--- src/rtl/wdr_knee_pkg.sv ---
// Package: shared widths and reset defaults for the exposure knee scheduler.
// Assumes the total width fits 15 bits and the ratio fields fit 4 bits.
package wdr_knee_pkg;
    localparam int TOTAL_W_DEF = 15;
    localparam int RATIO_W_DEF = 4;
    localparam int TOTAL_RST   = 480;
    localparam int RATIO2_RST  = 4;
    localparam int RATIO3_RST  = 6;
    localparam bit AUTO_RST    = 1'b1;
    localparam bit SINGLE_RST  = 1'b0;
endpackage

--- src/rtl/wdr_cfg_hold.sv ---
// Module: holds the exposure configuration for the current frame.
// Captures every configuration input on the frame-start pulse only, so
// mid-frame writes wait for the next frame. Reset loads the defaults.
module wdr_cfg_hold
    import wdr_knee_pkg::*;
#(
    parameter int TOTAL_W = TOTAL_W_DEF,
    parameter int RATIO_W = RATIO_W_DEF
) (
    input  logic               clk,
    input  logic               rst_n,
    input  logic               capture_i,
    input  logic [TOTAL_W-1:0] total_i,
    input  logic [RATIO_W-1:0] ratio2_i,
    input  logic [RATIO_W-1:0] ratio3_i,
    input  logic               auto_i,
    input  logic               single_i,
    output logic [TOTAL_W-1:0] total_o,
    output logic [RATIO_W-1:0] ratio2_o,
    output logic [RATIO_W-1:0] ratio3_o,
    output logic               auto_o,
    output logic               single_o
);
    // Capture the configuration at frame start; hold it otherwise.
    always_ff @(posedge clk) begin
        if (!rst_n) begin
            total_o  <= TOTAL_W'(TOTAL_RST);
            ratio2_o <= RATIO_W'(RATIO2_RST);
            ratio3_o <= RATIO_W'(RATIO3_RST);
            auto_o   <= AUTO_RST;
            single_o <= SINGLE_RST;
        end else if (capture_i) begin
            total_o  <= total_i;
            ratio2_o <= ratio2_i;
            ratio3_o <= ratio3_i;
            auto_o   <= auto_i;
            single_o <= single_i;
        end
    end
endmodule

--- src/rtl/wdr_seg_calc.sv ---
// Module: derives the knee row positions from the held configuration.
// The second and third segment lengths are right shifts of the total. The
// first segment is the remainder, clamped to 1 row when the other two use up
// the total. Purely combinational; assumes its inputs are stable for the frame.
module wdr_seg_calc #(
    parameter int TOTAL_W = 15,
    parameter int RATIO_W = 4
) (
    input  logic [TOTAL_W-1:0] total_i,
    input  logic [RATIO_W-1:0] ratio2_i,
    input  logic [RATIO_W-1:0] ratio3_i,
    input  logic               auto_i,
    input  logic               single_i,
    output logic [TOTAL_W-1:0] k1_pos_o,
    output logic               k1_en_o,
    output logic [TOTAL_W:0]   k2_pos_o,
    output logic               k2_en_o
);
    localparam int SUM_W = TOTAL_W + 1;

    logic [TOTAL_W-1:0] seg2, seg3, seg1;
    logic [SUM_W-1:0]   tail_sum;
    logic               clamp;

    // Shift-based segment lengths, gated by the mode bits.
    always_comb begin
        seg2 = auto_i ? (total_i >> ratio2_i) : '0;
        seg3 = (auto_i && !single_i) ? (total_i >> ratio3_i) : '0;
    end

    // Remainder for the first segment, with the 1-row clamp.
    always_comb begin
        tail_sum = {1'b0, seg2} + {1'b0, seg3};
        clamp    = tail_sum >= {1'b0, total_i};
        seg1     = clamp ? TOTAL_W'(1) : (total_i - tail_sum[TOTAL_W-1:0]);
    end

    // Knee positions and enables; a zero-length segment drops its knee.
    always_comb begin
        k1_pos_o = seg1;
        k1_en_o  = seg2 != '0;
        k2_pos_o = {1'b0, seg1} + {1'b0, seg2};
        k2_en_o  = (seg3 != '0) && (k2_pos_o <= {1'b0, total_i});
    end
endmodule

--- src/rtl/wdr_row_seq.sv ---
// Module: counts row ticks through one integration period and emits the
// one-cycle knee and done strobes. A start pulse restarts the count and
// overrides a tick in the same cycle. Assumes the positions stay stable
// while counting.
module wdr_row_seq #(
    parameter int TOTAL_W = 15
) (
    input  logic               clk,
    input  logic               rst_n,
    input  logic               start_i,
    input  logic               tick_i,
    input  logic [TOTAL_W-1:0] total_i,
    input  logic [TOTAL_W-1:0] k1_pos_i,
    input  logic               k1_en_i,
    input  logic [TOTAL_W:0]   k2_pos_i,
    input  logic               k2_en_i,
    output logic               knee1_o,
    output logic               knee2_o,
    output logic               done_o,
    output logic               active_o
);
    logic [TOTAL_W-1:0] row_cnt;
    logic [TOTAL_W-1:0] cnt_nxt;

    // Count value after the current tick.
    always_comb cnt_nxt = row_cnt + TOTAL_W'(1);

    // Row counter, frame state and registered one-cycle strobes.
    always_ff @(posedge clk) begin
        if (!rst_n) begin
            row_cnt  <= '0;
            active_o <= 1'b0;
            knee1_o  <= 1'b0;
            knee2_o  <= 1'b0;
            done_o   <= 1'b0;
        end else begin
            knee1_o <= 1'b0;
            knee2_o <= 1'b0;
            done_o  <= 1'b0;
            if (start_i) begin
                row_cnt  <= '0;
                active_o <= 1'b1;
            end else if (tick_i && active_o) begin
                row_cnt <= cnt_nxt;
                knee1_o <= k1_en_i && (cnt_nxt == k1_pos_i);
                knee2_o <= k2_en_i && ({1'b0, cnt_nxt} == k2_pos_i);
                if (cnt_nxt >= total_i) begin
                    done_o   <= 1'b1;
                    active_o <= 1'b0;
                end
            end
        end
    end
endmodule

--- src/rtl/wdr_knee_sched.sv ---
// Module: top of the dual-knee exposure time scheduler.
// Holds the per-frame configuration, derives the knee positions and runs the
// row sequencer. Assumes row_tick_i and frame_start_i are one-cycle pulses
// synchronous to clk.
module wdr_knee_sched
    import wdr_knee_pkg::*;
#(
    parameter int TOTAL_W = TOTAL_W_DEF,
    parameter int RATIO_W = RATIO_W_DEF
) (
    input  logic               clk,
    input  logic               rst_n,
    input  logic               frame_start_i,
    input  logic               row_tick_i,
    input  logic [TOTAL_W-1:0] cfg_total_i,
    input  logic [RATIO_W-1:0] cfg_ratio2_i,
    input  logic [RATIO_W-1:0] cfg_ratio3_i,
    input  logic               cfg_auto_i,
    input  logic               cfg_single_i,
    output logic               knee1_o,
    output logic               knee2_o,
    output logic               done_o,
    output logic               active_o
);
    logic [TOTAL_W-1:0] hold_total;
    logic [RATIO_W-1:0] hold_r2, hold_r3;
    logic               hold_auto, hold_single;
    logic [TOTAL_W-1:0] k1_pos;
    logic [TOTAL_W:0]   k2_pos;
    logic               k1_en, k2_en;

    wdr_cfg_hold #(.TOTAL_W(TOTAL_W), .RATIO_W(RATIO_W)) u_hold (
        .clk      (clk),
        .rst_n    (rst_n),
        .capture_i(frame_start_i),
        .total_i  (cfg_total_i),
        .ratio2_i (cfg_ratio2_i),
        .ratio3_i (cfg_ratio3_i),
        .auto_i   (cfg_auto_i),
        .single_i (cfg_single_i),
        .total_o  (hold_total),
        .ratio2_o (hold_r2),
        .ratio3_o (hold_r3),
        .auto_o   (hold_auto),
        .single_o (hold_single)
    );

    wdr_seg_calc #(.TOTAL_W(TOTAL_W), .RATIO_W(RATIO_W)) u_calc (
        .total_i (hold_total),
        .ratio2_i(hold_r2),
        .ratio3_i(hold_r3),
        .auto_i  (hold_auto),
        .single_i(hold_single),
        .k1_pos_o(k1_pos),
        .k1_en_o (k1_en),
        .k2_pos_o(k2_pos),
        .k2_en_o (k2_en)
    );

    wdr_row_seq #(.TOTAL_W(TOTAL_W)) u_seq (
        .clk     (clk),
        .rst_n   (rst_n),
        .start_i (frame_start_i),
        .tick_i  (row_tick_i),
        .total_i (hold_total),
        .k1_pos_i(k1_pos),
        .k1_en_i (k1_en),
        .k2_pos_i(k2_pos),
        .k2_en_i (k2_en),
        .knee1_o (knee1_o),
        .knee2_o (knee2_o),
        .done_o  (done_o),
        .active_o(active_o)
    );
endmodule

--- config.mk ---
export PLATFORM = sky130hd
export DESIGN_NAME = wdr_knee_sched
export DESIGN_NICKNAME = d
export VERILOG_FILES = /design/src/rtl/wdr_knee_pkg.sv /design/src/rtl/wdr_cfg_hold.sv /design/src/rtl/wdr_seg_calc.sv /design/src/rtl/wdr_row_seq.sv /design/src/rtl/wdr_knee_sched.sv
export SDC_FILE = /design/constraint.sdc
export NUM_CORES = 1
export LEC_CHECK = 0
export ABC_AREA = 1
export BUFFER_PORTS_ARGS = -buffer_cell sky130_fd_sc_hd__buf_2
export CELL_PAD_IN_SITES_DETAIL_PLACEMENT = 1
export CELL_PAD_IN_SITES_GLOBAL_PLACEMENT = 2
export CORE_MARGIN = 2
export CORE_UTILIZATION = 35
export CTS_CLUSTER_DIAMETER = 80
export DETAILED_ROUTE_END_ITERATION = 12
export PLACE_DENSITY_LB_ADDON = 0.1
export SLEW_MARGIN = 20
export SYNTH_ARGS = -nofsm -noshare
export SYNTH_HDL_FRONTEND = slang
export SYNTH_SLANG_ARGS = --single-unit
--- constraint.sdc ---
create_clock -name clk -period 10.56 [get_ports clk]
set_clock_uncertainty 0.2 [all_clocks]
set_input_delay 0 -clock clk [delete_from_list [all_inputs] [get_ports clk]]
set_output_delay 0 -clock clk [all_outputs]
set_load 0.01 [all_outputs]
# After elaboration in Yosys (flattened, before gate mapping)
# Cells that the tools add are included.
# word_totals
mem_count	0
latchBits	0
regBits	44
ram_bits	0
rom_bits	0
# classes
multipliers	0
shifts	2
n_eq_ne	2
n_mux	7
n_reduce_logical	13
bitwise_logic	2
n_addsub	4
order_cmp	3
div_mod_pow	0
# ops
operator	count
$mux 15	3
$add 15x15->16	2
$reduce_bool 15->1	2
$shr 15x4->15	2
$eq 15x16->1	1
$ge 16x15->1	1
$le 16x15->1	1
$add 15x1->15 const B	1
$eq 15x15->1	1
$ge 15x15->1	1
$sub 15x15->15	1
$logic_and 1x1->1	5
$mux 1	4
$reduce_bool 2->1	2
$reduce_or 3->1	1
$not 1->1	2
$reduce_and 2->1	1
$reduce_or 2->1	1
$logic_not 1->1	1

# Longest topological paths before layout
# logic_depth
depth_word	10
ltp_mapped	65

# By module
# Synthesis repeated with hierarchy kept, for this count alone.
# unflattened
hier_cells	1227
area_unflattened_um2	7126.8
# modules_own_cells
module	cells_per_inst	area_per_inst_um2	instances
wdr_seg_calc	721	4063.9	1
wdr_row_seq	363	2060.7	1
wdr_cfg_hold	143	1002.2	1

# Worst setup path after synthesis
# Ideal clock, no wire load.
# synth_timing
path_kind	flip-flop to flip-flop
start	reg u_hold.ratio2_o[0]
end	reg u_seq.knee2_o
period_less_slack_ns	7.164
slack_ns	3.396
arrival_time_ns	6.900
path_stages_with_launch	63
path_buffers	3
cell_sequence	dfxtp_1 -> buf_6 -> buf_8 -> nand2_2 -> nand3_2 -> nand2_1 -> nand2_1 -> o21ai_0 -> o21ai_0 -> fa_1 -> a21oi_1 -> a21oi_1 -> nand3_1 -> nand3_1 -> nand2_1 -> o21ai_1 -> nand3_1 -> nand2_1 -> [... 27 more ...] -> ha_1 -> nand2_1 -> inv_1 -> o21ai_0 -> nand2_1 -> o21ai_0 -> nand2_1 -> a21oi_1 -> nor2_1 -> nor3_1 -> nand3_1 -> nor2_1 -> nand3_1 -> nor2_1 -> nand2_1 -> nor2_1 -> nand3_1 -> nor2_1
# synth_between
elab_chain_len	9
# synth_rtl
item	line_no	rtl
start, declared	wdr_cfg_hold.sv:19	output logic [RATIO_W-1:0] ratio2_o,
start signal, assigned	wdr_cfg_hold.sv:28	ratio2_o <= RATIO_W'(RATIO2_RST);
start signal, assigned	wdr_cfg_hold.sv:34	ratio2_o <= ratio2_i;
$shr 15x4->15 *	wdr_seg_calc.sv:27	seg2 = auto_i ? (total_i >> ratio2_i) : '0;
$mux 15 *	wdr_seg_calc.sv:27	
$add 15x15->16	wdr_seg_calc.sv:33	tail_sum = {1'b0, seg2} + {1'b0, seg3};
$sub 15x15->15 / $ge 16x15->1 (equally long branches)	wdr_seg_calc.sv:35, wdr_seg_calc.sv:34	
$mux 15	wdr_seg_calc.sv:35	seg1 = clamp ? TOTAL_W'(1) : (total_i - tail_sum[TOTAL_W-1:0]);
$add 15x15->16 *	wdr_seg_calc.sv:42	k2_pos_o = {1'b0, seg1} + {1'b0, seg2};
$le 16x15->1	wdr_seg_calc.sv:43	k2_en_o = (seg3 != '0) && (k2_pos_o <= {1'b0, total_i});
$logic_and 1x1->1	wdr_seg_calc.sv:43	
$logic_and 1x1->1 *	wdr_row_seq.sv:46	knee2_o <= k2_en_i && ({1'b0, cnt_nxt} == k2_pos_i);
end signal, assigned	wdr_row_seq.sv:46	
end, declared	wdr_row_seq.sv:18	output logic knee2_o,
# Mark *: on every way between the ends. The rest lies on a longest branch, timed or not.
# A chain may end at the register's enable or synchronous reset.

# Final worst setup path
# layout_timing
start	reg u_hold.ratio2_o[1]
end	reg u_seq.knee2_o
# The elaborated chain is that of the path after synthesis.

==> out/qor.csv <==
metric;value;unit
Setup Buffers After CTS;0;
clk root buf;clkbuf_16;
clock sink total;44;
post-synthesis mux area share;0;
CP arrival;9340;ps
Fin. Hold Viols;0;
Synth Area in Compound Gates;0.1917;
YS warnings;0;
Synth Instances;1100;
first-pass iteration count of the detailed router;4;
post-synthesis simple-gate area fraction;0.3529;
delay of the slowest critical-path stage;820;ps
Final Slew Violations;0;
number of synthesized register bits;44;
pin count of the biggest net entering global routing;35;
RSZ-0062 raised after global routing;false;
CP startpoint kind;flop;
Area Growth Syn to Fin;15.10;%
largest family of logic cells by synthesized area;simple AND/OR/NAND/NOR gates;
Reg area;880.8;sq um
hold path cells;3;
Max Cap Violations;0;
PD cells;207.5;mW/mm^2
vias in the first global route;7515;
Crit path max-delay family;simple AND/OR/NAND/NOR gates;
CTS Buffer Depth;2;
clk_lat worst skew;310;ps
Via Count;7538;
core area;0.01889;sq mm
Post-Synth Adder-Cell Area;0.1654;
clock buffer count from CTS;5;
Core Rows;50;
Final WS setup;1267;ps
ranking of synthesized cells by area;ha_1, nand2_1, dfxtp_1;
clock network fraction of design power;0.126;
crit path max fanout;17;
switching share of power;0.5601;
CTS tree;built;
Yosys top cell area share;0.1565;
setup violators final;0;
Routed WL per cell;18.51;microns
initial antenna violation count;0;
register share of total power;0.121;
n_diodes;0;
Starting Density;0.3596;
layout cells sized above 1;0.09254;
ys flop type;dfxtp_1;
multi-input logic area;0.005121;sq mm
height of the chip;143.3;microns
syn nets;1217;
syn avg cell area;6.176;sq um
die width;143.3;microns
Synth Cell Area;0.006794;sq mm
# IOs;33;
combinational share of power;0.753;
Netlist cell types;53;
first-pass GRT wire length;42440;microns
pre-CTS WS;1489;ps
type of the worst setup path;flop to flop;
drt total wl;26410;microns
Post-synth EDFFs;0;
number of gates resized after cts;0;
setup TNS;0;ps
P_int;713.9;uW
WP buf/inv;3;
critical path's slowest cell;o21ai_0;
drt via density;5.282;
top-count cell post-synth;nand2_1;
total gr overflow;0;
most frequent CP cell;nand2_1;
CP Depth;50;
worst slew pin tran;1017;ps
fin crit period;9293;ps
Slew headroom;0.3148;
clk slew on worst S/H paths;80;ps
Worst VDD drop;0.00008874;V
critical path required time;10610;ps
CP endpoint kind;flop;
ys async rst share;0;
initial DRC count;482;
Fillers;2573;
die area;0.02054;sq mm
HPWL after detailed placement;21490;microns
status;finished, final reports clean;
DRC;0;
Global Route Usage Sum;0.2687;
Final GP Congestion;0.9189;
R2R depth;50;
sequential cell area fraction in the yosys report;0.1297;
R2R setup slack;1270;ps
Switch Pwr;908.8;uW
Min-Delay Path Class;primary input to flop;
FMAX;107.6;MHz
cell taking the most area after synthesis;ha_1;
number of hold buffers added after CTS;51;
Synth top cells by count;nand2_1, inv_1, nand3_1, a21oi_1, ha_1;
Detail Route Antenna Nets;0;
nets@finish;1283;
Leak Pwr;0.004084;uW
Final Cycle Share;0.8800;
XOR/XNOR share of the synthesized area;0.04383;
IO Port Bufs;32;
htree depth;2;
-- logic make-up after synthesis --
group	Yosys count
compound gates	229
xor+xnor	34
fa+ha+maj	88
buf+inv	193
flops	44
simple gates	512
-- power by group through the flow --
stage	sequential (uW)	clock [uW]	combinational [uW]
finish	196	204	1220
global placement	200	0	1190
global route	198	214	1390
CTS	196	211	1210
floorplan	186	0	906
detailed placement	199	0	1190
-- cell type report --
cell class / instances / area share
tap: 260 / 0.04160
inverter: 167 / 0.08048
clock inverter: 2 / 0.004960
clock buffer: 6 / 0.01776
sequential: 44 / 0.1126
multi-input combinational: 863 / 0.6549
timing repair buffer: 85 / 0.08768
-- routing by layer --
metal  routed length, microns  share of wire  up-vias  track usage
met3                     1041          0.039       21      0.02666
met5                        0              0        -            0
li1                         -              -     3803            -
met1                    13860           0.52     3557       0.4058
met2                    11200           0.42      157       0.4175
met4                      311          0.012        0      0.04438
-- tightest hold or removal path, stage by stage --
cell and delay (ps):
buf_2 210, clkinv_1 290, a21oi_1 60
-- flip-flops by register name (all words and copies together) (netlist names) --
| signal | flops |
|---|---|
| u_seq.knee1_o | 1 |
| u_seq.knee2_o | 1 |
| u_hold.single_o | 1 |
| u_hold.ratio2_o | 4 |
| u_hold.total_o | 15 |
| u_seq.done_o | 1 |
| u_hold.ratio3_o | 4 |
| u_seq.row_cnt | 15 |
| u_seq.active_o | 1 |
| u_hold.auto_o | 1 |
-- placed cells by master (no fill, tap or decap), drive strengths merged, types with 2 or more instances in the layout --
master	count
o31ai	2
o221ai	2
a21oi	97
or2	3
clkbuf	6
and2	2
o21bai	8
fa	3
ha	85
nand4	22
nor2	79
nand2	277
a31oi	13
nand3	110
a211oi	7
dlygate4sd3	51
xor2	26
dfxtp	44
nor3	12
nor4	6
a21o	4
inv	165
a221oi	5
o22ai	7
o21ai	74
clkinv	3
o211ai	5
a41oi	2
xnor2	8
buf	34
-- worst paths after layout --
kind / from / endpoint
max reg2reg: u_hold.ratio2_o[1] / u_seq.knee2_o
min: rst_n / u_seq.active_o
max: u_hold.ratio2_o[1] / u_seq.knee2_o
min reg2reg: u_seq.active_o / u_seq.active_o
-- stage by stage --
stage	cell area, sq um	util	std cells	hold WS, ps	power [uW]
floorplan	6794	-	1100	-73.58	1092
global placement	7132	0.3775	1368	16.80	1390
detailed placement	7132	0.3775	1368	21.93	1385
CTS	7820	0.4139	1427	121.1	1617
global route	7820	0.4139	1427	151.0	1804
finish	7820	0.4139	1427	109.7	1623
Power figures use the tool's default switching activity.
